## src/rtl/rrs_pkg.sv

```systemverilog
package rrs_pkg;
  typedef enum logic [1:0] {
    ST_HOLD = 2'd0,
    ST_CFG  = 2'd1,
    ST_STAB = 2'd2,
    ST_RUN  = 2'd3
  } rrs_state_e;

  localparam int unsigned NUM_STAB_CODES = 8;
endpackage

```

## src/rtl/rrs_sync.sv

```systemverilog
module rrs_sync #(
  parameter int unsigned STAGES = 2
) (
  input  logic clk_i,
  input  logic rst_ni,
  output logic rel_o
);
  logic [STAGES-1:0] sync_q;

  generate
    if (STAGES == 1) begin : g_one
      always_ff @(posedge clk_i or negedge rst_ni) begin
        if (!rst_ni) sync_q <= '0;
        else         sync_q <= 1'b1;
      end
    end else begin : g_multi
      always_ff @(posedge clk_i or negedge rst_ni) begin
        if (!rst_ni) sync_q <= '0;
        else         sync_q <= {sync_q[STAGES-2:0], 1'b1};
      end
    end
  endgenerate

  assign rel_o = sync_q[STAGES-1];
endmodule

```

## src/rtl/rrs_stab_limit.sv

```systemverilog
module rrs_stab_limit #(
  parameter int unsigned CODE_W       = 3,
  parameter int unsigned STAB_MIN_EXP = 10,
  parameter int unsigned CNT_W        = 18
) (
  input  logic [CODE_W-1:0] code_i,
  output logic [CNT_W-1:0]  limit_o
);
  import rrs_pkg::*;

  localparam int unsigned MAX_EXP = STAB_MIN_EXP + NUM_STAB_CODES - 1;

  logic [CNT_W-1:0] lim_tab [NUM_STAB_CODES];

  for (genvar g = 0; g < NUM_STAB_CODES; g++) begin : g_lim
    assign lim_tab[g] = (CNT_W'(1) << (STAB_MIN_EXP + g)) - CNT_W'(1);
  end

  // out-of-range codes fall back to the longest wait
  always_comb begin
    limit_o = (CNT_W'(1) << MAX_EXP) - CNT_W'(1);
    for (int i = 0; i < NUM_STAB_CODES; i++) begin
      if (int'(code_i) == i) limit_o = lim_tab[i];
    end
  end
endmodule

```

## src/rtl/rrs_seq_fsm.sv

```systemverilog
module rrs_seq_fsm #(
  parameter int unsigned CFG_CYCLES = 2770,
  parameter int unsigned CNT_W      = 18
) (
  input  logic                clk_i,
  input  logic                rst_ni,
  input  logic                rel_i,
  input  logic                xtal_sel_i,
  input  logic [CNT_W-1:0]    stab_lim_i,
  output rrs_pkg::rrs_state_e state_o,
  output logic                ready_o
);
  import rrs_pkg::*;

  localparam logic [CNT_W-1:0] CFG_LAST = CNT_W'(CFG_CYCLES - 1);

  rrs_state_e       state_q;
  logic [CNT_W-1:0] cnt_q;
  logic [CNT_W-1:0] lim_q;
  logic             ready_q;

  always_ff @(posedge clk_i or negedge rst_ni) begin
    if (!rst_ni) begin
      state_q <= ST_HOLD;
      cnt_q   <= '0;
      lim_q   <= '0;
      ready_q <= 1'b0;
    end else if (!rel_i) begin
      state_q <= ST_HOLD;
      cnt_q   <= '0;
      ready_q <= 1'b0;
    end else begin
      ready_q <= 1'b0;
      unique case (state_q)
        ST_HOLD: begin
          state_q <= ST_CFG;
          cnt_q   <= '0;
        end
        ST_CFG: begin
          if (cnt_q == CFG_LAST) begin
            cnt_q <= '0;
            lim_q <= stab_lim_i;
            if (xtal_sel_i) begin
              state_q <= ST_STAB;
            end else begin
              state_q <= ST_RUN;
              ready_q <= 1'b1;
            end
          end else begin
            cnt_q <= cnt_q + CNT_W'(1);
          end
        end
        ST_STAB: begin
          if (cnt_q == lim_q) begin
            cnt_q   <= '0;
            state_q <= ST_RUN;
            ready_q <= 1'b1;
          end else begin
            cnt_q <= cnt_q + CNT_W'(1);
          end
        end
        ST_RUN: state_q <= ST_RUN;
        default: state_q <= ST_HOLD;
      endcase
    end
  end

  assign state_o = state_q;
  assign ready_o = ready_q;
endmodule

```

## src/rtl/rrs_pin_latch.sv

```systemverilog
module rrs_pin_latch (
  input  logic clk_i,
  input  logic rst_ni,
  input  logic run_i,
  input  logic wr_i,
  input  logic wdata_i,
  output logic pin_o
);
  logic pin_q;

  always_ff @(posedge clk_i or negedge rst_ni) begin
    if (!rst_ni)            pin_q <= 1'b0;
    else if (!run_i)        pin_q <= 1'b0;
    else if (wr_i)          pin_q <= wdata_i;
  end

  assign pin_o = pin_q;
endmodule

```

## src/rtl/mcu_rst_release.sv

```systemverilog
module mcu_rst_release #(
  parameter int unsigned SYNC_STAGES  = 2,
  parameter int unsigned CFG_CYCLES   = 2770,
  parameter int unsigned STAB_MIN_EXP = 10,
  parameter int unsigned CODE_W       = 3
) (
  input  logic              clk_i,
  input  logic              rst_ni,
  input  logic              xtal_sel_i,
  input  logic [CODE_W-1:0] stab_code_i,
  input  logic              pin_wr_i,
  input  logic              pin_wdata_i,
  output logic              core_rst_o,
  output logic              cpu_clk_en_o,
  output logic              osc_en_o,
  output logic              port_hiz_o,
  output logic              rst_pin_o,
  output logic              ready_o
);
  import rrs_pkg::*;

  localparam int unsigned MAX_EXP = STAB_MIN_EXP + NUM_STAB_CODES - 1;
  localparam int unsigned CFG_W   = $clog2(CFG_CYCLES + 1);
  localparam int unsigned CNT_W   = ((CFG_W > MAX_EXP) ? CFG_W : MAX_EXP) + 1;

  logic             rel;
  logic [CNT_W-1:0] stab_lim;
  rrs_state_e       state;
  logic             run;

  rrs_sync #(.STAGES(SYNC_STAGES)) i_sync (
    .clk_i  (clk_i),
    .rst_ni (rst_ni),
    .rel_o  (rel)
  );

  rrs_stab_limit #(
    .CODE_W       (CODE_W),
    .STAB_MIN_EXP (STAB_MIN_EXP),
    .CNT_W        (CNT_W)
  ) i_stab_limit (
    .code_i  (stab_code_i),
    .limit_o (stab_lim)
  );

  rrs_seq_fsm #(
    .CFG_CYCLES (CFG_CYCLES),
    .CNT_W      (CNT_W)
  ) i_fsm (
    .clk_i      (clk_i),
    .rst_ni     (rst_ni),
    .rel_i      (rel),
    .xtal_sel_i (xtal_sel_i),
    .stab_lim_i (stab_lim),
    .state_o    (state),
    .ready_o    (ready_o)
  );

  rrs_pin_latch i_pin (
    .clk_i   (clk_i),
    .rst_ni  (rst_ni),
    .run_i   (run),
    .wr_i    (pin_wr_i),
    .wdata_i (pin_wdata_i),
    .pin_o   (rst_pin_o)
  );

  assign run          = (state == ST_RUN);
  assign core_rst_o   = !rel;
  assign cpu_clk_en_o = run;
  assign port_hiz_o   = !run;
  // crystal is stopped only in reset hold; other sources keep running
  assign osc_en_o     = !xtal_sel_i || (state != ST_HOLD);
endmodule

```

## config.mk

```make
export PLATFORM = sky130hd
export DESIGN_NAME = mcu_rst_release
export DESIGN_NICKNAME = d
export VERILOG_FILES = /design/src/rtl/rrs_pkg.sv /design/src/rtl/rrs_sync.sv /design/src/rtl/rrs_stab_limit.sv /design/src/rtl/rrs_seq_fsm.sv /design/src/rtl/rrs_pin_latch.sv /design/src/rtl/mcu_rst_release.sv
export SDC_FILE = /design/constraint.sdc
export NUM_CORES = 1
export LEC_CHECK = 0
export ABC_AREA = 1
export CAP_MARGIN = 10
export CORE_ASPECT_RATIO = 0.9
export CORE_MARGIN = 2
export CORE_UTILIZATION = 25
export CTS_CLUSTER_SIZE = 24
export DETAILED_ROUTE_END_ITERATION = 7
export DONT_BUFFER_PORTS = 1
export SLEW_MARGIN = 20
export SYNTH_ARGS = -nofsm -noshare
export SYNTH_HDL_FRONTEND = slang
export SYNTH_SLANG_ARGS = --single-unit
export TNS_END_PERCENT = 100
```

## constraint.sdc

```tcl
create_clock -name clk_i -period 4.5 [get_ports clk_i]
set_input_delay 0.9 -clock clk_i [delete_from_list [all_inputs] [get_ports clk_i]]
set_output_delay 0.9 -clock clk_i [all_outputs]
set_load 0.1 [all_outputs]
```

### After elaboration in Yosys (flattened, before gate mapping)

Index checks and enable logic that the tools add are counted.

| word-level totals | value |
|---|---|
| flip-flop bits (word level) | 42 |
| bits of input ports | 8 |
| output and inout port bits | 6 |
| logic and storage cells | 56 |

| operators by class | value |
|---|---|
| equality and inequality tests | 16 |
| reductions and logical operators | 9 |
| add/subtract/negate cells | 1 |
| mux-type cells | 24 |

Operators with widths:

| cell | number |
|---|---|
| $mux W17 | 8 |
| $mux W18 | 3 |
| $pmux W18 S3 | 1 |
| $add A18 B1 Y18 const B | 1 |
| $eq A18 B12 Y1 const B | 1 |
| $eq A18 B18 Y1 | 1 |
| $eq A3 B3 Y1 const B | 4 |
| $pmux W2 S4 | 1 |
| $mux W1 | 7 |
| $eq A3 B2 Y1 const B | 2 |
| $mux W2 | 3 |
| $ne A3 B2 Y1 const B | 2 |
| $eq A2 B2 Y1 const B | 2 |
| $ne A4 B1 Y1 const B | 1 |
| $eq A3 B1 Y1 const B | 1 |
| $logic_not A1 Y1 | 3 |
| $logic_not A3 Y1 | 1 |
| $reduce_and A3 Y1 | 1 |
| $eq A2 B1 Y1 const B | 1 |
| $logic_not A2 Y1 | 1 |
| $ne A2 B2 Y1 const B | 1 |
| $pmux W1 S2 | 1 |
| $reduce_and A2 Y1 | 1 |
| $reduce_bool A2 Y1 | 1 |
| $logic_or A1 B1 Y1 | 1 |

### Longest topological paths before layout

Gate-level depths: netlist of run 1.

| depth | value |
|---|---|
| depth in word-level cells | 9 |
| mapped depth | 13 |
| gate-level depth less buffers | 11 |

### By module

A second synthesis of run 1 with hierarchy kept.

| unflattened totals | value |
|---|---|
| cells, all modules | 384 |
| area total of the unflattened synthesis | 2761.4 µm² |

By module, submodules not included:

| module | times used | cells an instance | seq. area each (µm²) | area an instance (µm²) |
|---|---|---|---|---|
| rrs_seq_fsm | 1 | 344 | 975.9 | 2497.4 |
| rrs_stab_limit | 1 | 27 | 0.0 | 148.9 |
| rrs_sync | 1 | 3 | 50.0 | 53.8 |
| rrs_pin_latch | 1 | 5 | 25.0 | 42.5 |
| mcu_rst_release | 1 | 5 | 0.0 | 18.8 |

### Worst setup path before layout of run 1

OpenSTA, ideal clock, no wires.

| timing path | value |
|---|---|
| path kind | reg-to-output |
| start point | register i_fsm.state_q[0] (netlist: i_fsm.state_o[0]) |
| end point | output port_hiz_o |
| data arrival time | 1909 ps |
| slack | 1691 ps |
| data required time | 3600 ps |
| buffers on the path | 0 |
| cell stages (with the launch flop) | 3 |
| path through | dfrtp_1 ha_1 inv_1 |

| on the way | value |
|---|---|
| longest elaborated chain between the ends | 2 |

Ends and longest elaborated chain:

| element | line | RTL |
|---|---|---|
| start, declared | rrs_seq_fsm.sv:17 | `rrs_state_e state_q;` |
| start signal, assigned | rrs_seq_fsm.sv:24 | `state_q <= ST_HOLD;` |
| start signal, assigned | rrs_seq_fsm.sv:29 | `state_q <= ST_HOLD;` |
| start signal, assigned | rrs_seq_fsm.sv:36 | `state_q <= ST_CFG;` |
| $eq A2 B2 Y1 | mcu_rst_release.sv:68 | `assign run = (state == ST_RUN);` |
| via cpu_clk_en_o | mcu_rst_release.sv:14 | `output logic cpu_clk_en_o,` |
| $logic_not A1 Y1 | -- |  |
| end, declared | mcu_rst_release.sv:16 | `output logic port_hiz_o,` |

The timed path passes the listed nets, and every way through them passes these cells.

### Worst setup path in the final report of run 1

| timing path | value |
|---|---|
| start point | register i_fsm.state_q[0] (netlist: i_fsm.state_o[0]) |
| end point | output osc_en_o |

| on the way | value |
|---|---|
| longest elaborated chain between the ends | 2 |

Ends and longest elaborated chain:

| element | line | RTL |
|---|---|---|
| $reduce_bool A2 Y1 | mcu_rst_release.sv:73 | `assign osc_en_o = !xtal_sel_i \|\| (state != ST_HOLD);` |
| $logic_or A1 B1 Y1 | mcu_rst_release.sv:73 |  |
| end, declared | mcu_rst_release.sv:15 | `output logic osc_en_o,` |

No other way between the ends.

==> metrics.txt, run 1 <==
#FFs+latches synth=32; CTS H-tree lvls=2; core area=between 0.008 and 0.009 mm^2; sequential share of power=0.374; final slew viol count=0; via count=around 1800; final hold vios=0; clk_skew=0.00559 ns; clk_lat worst skew=about 0.29 ns; syn avg cell area=slightly above 7 um^2; ANT nets after route=0; Post-CTS Hold Buffers=0; DRC errors left=0; combinational share of power=0.358; Max FO, Critical Path=4; most frequent cell after synthesis=nand2_1; post-synth net total=about 300; Synth cell types=29; top cells by area, synth=dfrtp_1, nand2_1, xor2_1; Pint=approximately 490 uW; worst setup margin=1.86 ns; n_diodes=0; Syn. warnings=0; DIE HEIGHT=91.7 um; site row count=31; clk sink count=32; grt ovf=0; top_reg_cell synth=dfrtp_1; GRT Total Usage=0.112; DIE AREA=0.00930 mm^2; sequential share of the synthesized area=0.375; fin crit period=around 2.6 ns; relative slew slack=0.375; RD Place Congestion=slightly below 0.9; RSZ-0062 raised after global routing=false; largest net degree at the start of global routing=33; largest area contributor in the netlist=dfrtp_1; Pleak=1.16 nW; VDD IR max=roughly 0.20 mV; Clock power frac=0.268; critical path class=flop to output pin; top cells by count, synth=nand2_1, inv_1, dfrtp_1; initial DRC count=111; Hold WC Path Type=input pin to asynchronous set/reset pin; max-cap viol count=0; Setup Viol. Count Final=0; share of cells above drive strength 1=0.128; Synth Instances=slightly below 300; CTS tree=built; Psw=372 uW; Post-DP HPWL=3.52 mm; Fmax=378 MHz; CTS buffer count=5; first-pass GRT wire length=8.39 mm; CTS Root Cell=clkbuf_8; sw frac=0.432; post-synthesis cell area=approximately 0.0021 mm^2; Setup TNS=0 ns; CP Launch Type=flop; Routed WL=~4.7 mm; CTS clk-pin slew, worst paths=around 0.070 ns; Final Cycle Share=0.588; area share of the largest cell type after synthesis=0.375; First-pass DRT Iterations=4; Post-CTS Setup Bufs=0; port bufs=0; status=finished clean; final net count=311; Post-synth EDFFs=0; die width=101 um; Place WS=between 2 and 2.5 ns; crit path capture type=output pin; Max clock buf depth=2; Worst-Margin Slew=around 0.94 ns; Filler cells=slightly below 900; crit path DAT=1.74 ns; Cell Pwr Density=367 mW/mm^2; post-CTS sizing=0; vias in the first global route=1771; initial antenna violation count=0; routed length per instance=11.4 um; Initial Util=0.261; number of vias per cell=about 4.4; number of top-level pins=14; fraction of registers with async set or reset after synthesis=1.00; CP required=around 3.6 ns; Area Overhead vs Synth=9.95%
==> per-layer routing <==
metal  part of all wire  vias to the layer above  global-route usage
met4             0.0098                        0              0.0270
met5                  0                        -                   0
met3              0.048                        5              0.0252
met2               0.41                       36               0.161
li1                   -                      927                   -
met1               0.53                      848               0.168
==> power by group through the flow <==
stage          Sequential, mW  Clock (mW)  Combinational, mW
2_1_floorplan           0.323           0              0.260
3_3_place_gp            0.327           0              0.295
3_5_place_dp            0.327           0              0.298
4_1_cts                 0.322       0.241              0.300
5_1_grt                 0.324       0.254              0.342
6_report                0.322       0.231              0.309
==> layout by cell type (no fill, tap or decap), drive strengths merged <==
cell type,instances
conb,1
ha,6
inv,42
nand3,37
buf,1
dfrtp,32
clkbuf,6
or2,1
nor3,5
clkinv,4
nor2,32
o31ai,1
o21ai,9
a21oi,4
nand4,8
xor2,17
nand2,90
nor4,1
o21a,1
==> flip-flops by register name, indices dropped and copies added (netlist names) <==
| name | flops |
|---|---|
| i_sync.sync_q | 2 |
| i_fsm.state_o | 2 |
| i_pin.pin_o | 1 |
| i_fsm.lim_q | 8 |
| i_fsm.ready_o | 1 |
| i_fsm.cnt_q | 18 |
==> cell type report <==
type	count	area, um^2	share of cell area
inverter	44	166	0.0708
multi-input combinational	213	1140	0.485
clock inverter	2	10.0	0.00426
timing repair buffer	1	7.51	0.00319
clock buffer	6	82.6	0.0351
sequential	32	801	0.341
tap	115	144	0.0612
==> worst paths after layout <==
kind	from	to	slack, ns	depth (start not counted)
min in group clk_i	i_sync.sync_q[0]	i_sync.sync_q[1]	0.36	0
max in group asynchronous	rst_ni	i_fsm.lim_q[9]	4.11	0
setup / recovery	i_fsm.state_o[0]	osc_en_o	1.86	3
setup reg to reg	i_sync.sync_q[1]	i_fsm.cnt_q[5]	2.45	4
hold / removal	rst_ni	i_fsm.ready_o	0.30	0
hold reg to reg	i_sync.sync_q[0]	i_sync.sync_q[1]	0.36	0
==> worst max-delay path, cell delays in order (launching register included) <==
cell and delay, ns:
dfrtp_1 0.40, inv_1 0.09, ha_1 0.28, nand2_1 0.69
==> stage by stage <==
| step | hold slack, ns | cells | power (mW) | utilization | area (um^2) |
|---|---|---|---|---|---|
| final | 0.299 | 413 | 0.862 | 0.287 | 2350 |
| after global routing | 0.283 | 413 | 0.919 | 0.287 | 2350 |
| after CTS | 0.290 | 413 | 0.863 | 0.286 | 2340 |
| after detailed placement | 0.347 | 405 | 0.626 | 0.275 | 2250 |
| after global placement | 0.335 | 405 | 0.622 | 0.275 | 2250 |
| after floorplan | 0.331 | 295 | 0.583 | - | 2140 |
==> cells by family after synthesis <==
kind of cell	share of synthesized area
buf+inv	0.0954
flops	0.375
compound gates	0.0375
fa+ha+maj	0.0351
xor+xnor	0.0697
other cells	0.00175
simple gates	0.386
(Power assumes the default switching activity.)
==> run 2: changes to the inputs <==
clock period = 2.25 ns   (was 4.5 ns; I/O delays follow)
==> metrics.txt, run 2 (same netlist as run 1, synthesis figures left out) <==
routed length per instance=11.4 um (+0.37%); max-cap viol count=0 (unchanged); via count=1822 (+0.33%); VDD IR max=0.469 mV (+140%); number of top-level pins=14 (unchanged); clk sink count=32 (unchanged); CTS clk-pin slew, worst paths=0.07 ns (about the same); RD Place Congestion=0.900 (+3.0%); CP required=1.80 ns (-1.80 ns); CTS H-tree lvls=2 (unchanged); Area Overhead vs Synth=14.3%; initial DRC count=117 (+5.4%); final slew viol count=0 (unchanged); First-pass DRT Iterations=5 (+1); Fmax=539 MHz; Hold WC Path Type=input pin to flop; Routed WL=4.82 mm (+2.6%); site row count=31 (unchanged); largest net degree at the start of global routing=33 (unchanged); Setup Viol. Count Final=0 (unchanged); grt ovf=0 (unchanged); final hold vios=0 (unchanged); critical path class=flop to output pin; CTS buffer count=5 (unchanged); status=finished clean; crit path capture type=output pin; Placed Cells=412 (+1.7%); biggest regs=i_fsm.cnt_q x18, i_fsm.lim_q x8; ANT nets after route=0 (unchanged); first-pass GRT wire length=8.76 mm (+4.4%); Pleak=1.21 nW (+4.2%); CTS tree=built; CTS Root Cell=clkbuf_8; Place WS=0.517 ns (-1.54 ns); Initial Util=0.261 (unchanged); crit path DAT=1.41 ns (-0.33 ns); Final Cycle Share=0.825; vias in the first global route=1880 (+6.2%); CP Launch Type=flop; Post-DP HPWL=3.61 mm (+2.7%); Max FO, Critical Path=4 (unchanged); clk_skew=0.00506 ns (-0.000523 ns); clk_lat worst skew=0.28 ns (about the same); post-CTS sizing=0 (unchanged); worst setup margin=0.393 ns (-1.46 ns); GRT Total Usage=0.115 (+0.00302); final net count=320 (+2.9%); DIE HEIGHT=91.7 um (unchanged); core area=0.00818 mm^2 (unchanged); n_diodes=0 (unchanged); number of vias per cell=4.32 (-1.8%); Max clock buf depth=2 (unchanged); fin crit period=between 1.5 and 2 ns; commonest cells after routing, fill and taps aside=nand2_1, inv_1, dfrtp_1; commonest non-fill, non-tap cell in the layout=nand2_1; port bufs=0 (unchanged); die width=101 um (unchanged); DRC errors left=0 (unchanged); Cell Pwr Density=755 mW/mm^2 (+110%); DIE AREA=0.00930 mm^2 (unchanged); non-filler instance count after layout=422 (+2.2%); initial antenna violation count=0 (unchanged); RSZ-0062 raised after global routing=false; Largest register FFs=18 (unchanged); Final Util=0.299 (+0.0115); share of cells above drive strength 1=0.150 (+0.0223); Most flops, register=i_fsm.cnt_q; Setup TNS=0 ns (unchanged)
[run 2: power by group]
group          total (mW)  internal, mW  leakage [nW]  switching, mW
clock               0.542         0.328        0.0552          0.214
combinational       0.668         0.168         0.753          0.500
sequential          0.635         0.601         0.404         0.0331
[run 2: final cells by class]
class	instances	area, um^2
Clock buffer	6	72.6
Clock inverter	2	35.0
Fill cell	910	5740
Inverter	44	166
Multi-Input combinational cell	213	1130
Sequential cell	32	801
Tap cell	115	144
Timing Repair Buffer	10	90.1
[run 2: worst paths after layout]
kind	startpoint	end	slack, ns	depth (start not counted)
worst max-delay path	i_fsm.state_o[0]	osc_en_o	0.39	4
worst min-delay path	pin_wr_i	i_pin.pin_o	0.24	1
worst max register to register	i_fsm.cnt_q[1]	i_fsm.lim_q[12]	0.51	9
worst min register to register	i_sync.sync_q[0]	i_sync.sync_q[1]	0.35	0
max in group asynchronous	rst_ni	i_fsm.lim_q[9]	1.45	2
min in group asynchronous	rst_ni	i_fsm.cnt_q[8]	0.62	2
[run 2: through the flow]
step	hold slack [ns]	total power, mW	cell area [um^2]
after floorplan	0.154	1.17	2140
after global routing	0.246	1.97	2440
final	0.243	1.85	2440
after CTS	0.237	1.86	2440
after global placement	0.157	1.29	2310
after detailed placement	0.157	1.30	2310
[run 2: per-layer routing]
layer	part of all wire	up-vias	wire length, um	track usage
li1	-	939	-	-
met1	0.50	846	2420	0.165
met2	0.45	28	2180	0.177
met3	0.034	9	164	0.0221
met4	0.011	0	55	0.0282
met5	0	-	0	0
[run 2: worst max-delay path: stages (launching register included)]
cell	delay, ns
dfrtp_1	0.41
inv_1	0.09
ha_1	0.26
nand2_1	0.08
buf_4	0.28
[run 2: repair_timing]
item	in CTS	in global routing
setup buffers	0	0
hold buffers	2	0
endpoints found under the setup margin	0	0
hold endpoints to repair	32	0
==> run 3: changes to the inputs <==
clock period = 1.8 ns   (was 2.25 ns; I/O delays follow)
==> metrics.txt, run 3 (same netlist as run 1, synthesis figures left out) <==
status=finished clean; critical path class=flop to output pin; site row count=31 (unchanged); Max FO, Critical Path=4 (unchanged); grt ovf=0 (unchanged); M2 GR Usage=0.174 (-0.00276); First-pass DRT Iterations=4 (-1); CTS clk-pin slew, worst paths=0.07 ns (about the same); crit path from=i_fsm.state_o[1]; commonest non-fill, non-tap cell in the layout=nand2_1; commonest cells after routing, fill and taps aside=nand2_1, inv_1, dfrtp_1; Critical R2R Launch=i_fsm.cnt_q[1]; number of top-level pins=14 (unchanged); Psw=964 uW (+29%); hold wc startpoint=pin_wr_i; die width=101 um (unchanged); Largest register FFs=18 (unchanged); RSZ-0062 raised after global routing=false; combinational share of power=0.385 (+0.023); CTS H-tree lvls=2 (unchanged); initial DRC count=149 (+27%); Initial Util=0.261 (unchanged); Fmax=584 MHz; core area=0.00818 mm^2 (unchanged); sw frac=0.402 (-0.00252); Most flops, register=i_fsm.cnt_q; Slowest-stage cell, CP=dfrtp_1; GRT Total Usage=0.114 (-0.00103); register area=802 um^2 (+0.16%); CTS Root Cell=clkbuf_8; critical-path cell list=inv_1 > ha_2 > nand2_1 > buf_12; Filler cells=890 (-2.2%); port bufs=0 (unchanged); Post-CTS Setup Bufs=0 (unchanged); n_diodes=0 (unchanged); crit path capture type=output pin; crit path DAT=1.35 ns (-0.06 ns); clk sink count=32 (unchanged); Final Cycle Share=0.951; GR peak layer=met2; Routed WL=4.86 mm (+0.83%); DIE HEIGHT=91.7 um (unchanged); final hold vios=0 (unchanged); routed length per instance=11.5 um (+0.35%); largest net degree at the start of global routing=33 (unchanged); Setup TNS=0 ns (unchanged); RD Place Congestion=0.882 (-2.0%); CTS buffer count=5 (unchanged); Hold WC Path Type=input pin to flop; biggest regs=i_fsm.cnt_q x18, i_fsm.lim_q x8; ANT nets after route=0 (unchanged); Cell Pwr Density=961 mW/mm^2 (+27%); share of cells above drive strength 1=0.168 (+0.0184); DIE AREA=0.00930 mm^2 (unchanged); Setup Viol. Count Final=0 (unchanged); met1 GRT Util=0.157 (-0.00785); first-pass GRT wire length=8.58 mm (-2.1%); via count=1873 (+2.8%); CP Launch Type=flop; fin crit period=roughly 1.7 ns; slowest stage delay, CP=0.43 ns (+0.02 ns); max-cap viol count=0 (unchanged); CP required=1.44 ns (-0.36 ns); vias in the first global route=1823 (-3.0%); GRT met3 Usage=0.0297 (+0.00762); total power=2.39 mW (+30%); Pint=1.43 mW (+30%); Area Overhead vs Synth=16.6%; final net count=322 (+0.63%); Clock power frac=0.286 (-0.008); DRC errors left=0 (unchanged); CTS tree=built; Max clock buf depth=2 (unchanged); Post-DP HPWL=3.74 mm (+3.5%); initial antenna violation count=0 (unchanged); sequential share of power=0.329 (-0.015); number of vias per cell=4.42 (+2.3%); VDD IR max=0.661 mV (+41%); Pleak=1.22 nW (+1.1%); clk_skew=0.0100 ns (+0.00497 ns); final slew viol count=0 (unchanged); clk_lat worst skew=0.29 ns (about the same); Multi-input gate area=0.00115 mm^2 (+1.3%)
==> run 3: cell count changes in the layout (fill, tap and decap cells not counted) <==
cell and delta:
ha_1 -1, ha_4 +1, dfrtp_1 -1, nor2_2 +1, clkinvlp_4 +1, buf_4 +1
dfrtp_2 +1, inv_1 -1, buf_12 +1, nor2_1 -1
==> run 3: routing by layer <==
metal	share of wire	routed length, um	up-vias
li1	-	-	945
met1	0.49	2380	877
met2	0.45	2180	46
met3	0.054	263	5
met4	0.0070	34	0
met5	0	0	-
==> run 3: power groups by stage <==
stage          clock (mW)  sequential [mW]  combinational [mW]
3_5_place_dp            0            0.801               0.893
4_1_cts             0.698            0.787               0.916
2_1_floorplan           0            0.816               0.663
6_report            0.685            0.787               0.922
3_3_place_gp            0            0.801               0.875
5_1_grt             0.727            0.794                1.00
==> run 3: timing repair <==
item | CTS | global route
hold buffers | 2 | 0
setup endpoints to repair | 0 | 7
hold endpoints to repair | 32 | 0
gates resized for setup | 0 | 3
==> run 3: cell type report <==
| type | instances | area share |
|---|---|---|
| multi-input combinational | 213 | 0.462 |
| sequential | 32 | 0.322 |
| inverter | 44 | 0.0683 |
| tap | 115 | 0.0578 |
| timing repair buffer | 12 | 0.0472 |
| clock buffer | 6 | 0.0291 |
| clock inverter | 2 | 0.0141 |
==> run 3: path summary, 6_finish.rpt <==
check                      depth (start not counted)          endpoint  slack [ns]
max in group asynchronous                          2   i_fsm.cnt_q[14]        1.09
min in group asynchronous                          2   i_fsm.cnt_q[13]        0.52
hold reg to reg                                    0  i_sync.sync_q[1]        0.35
hold / removal                                     1       i_pin.pin_o        0.14
setup / recovery                                   4          osc_en_o        0.09
setup reg to reg                                   9   i_fsm.lim_q[14]        0.15
==> run 3: per-stage QoR <==
step                      instances  setup slack [ns]   util  cell area (um^2)  hold slack [ns]
after CTS                       424            0.0319  0.304              2480            0.139
after global placement          414            0.0866  0.287              2350           0.0669
after global routing            424            0.0116  0.304              2490            0.143
after detailed placement        414            0.0741  0.287              2350           0.0669
after floorplan                 295            0.0214      -              2150           0.0644
final                           424            0.0887  0.304              2490            0.145
==> run 3: worst max-delay path, delay by kind of cell (launching register included) <==
| kind | cells | cell delay [ns] |
|---|---|---|
| buffers and inverters | 2 | 0.29 |
| DFF | 1 | 0.43 |
| adders and majority gates | 1 | 0.23 |
| and+or+nand+nor | 1 | 0.10 |
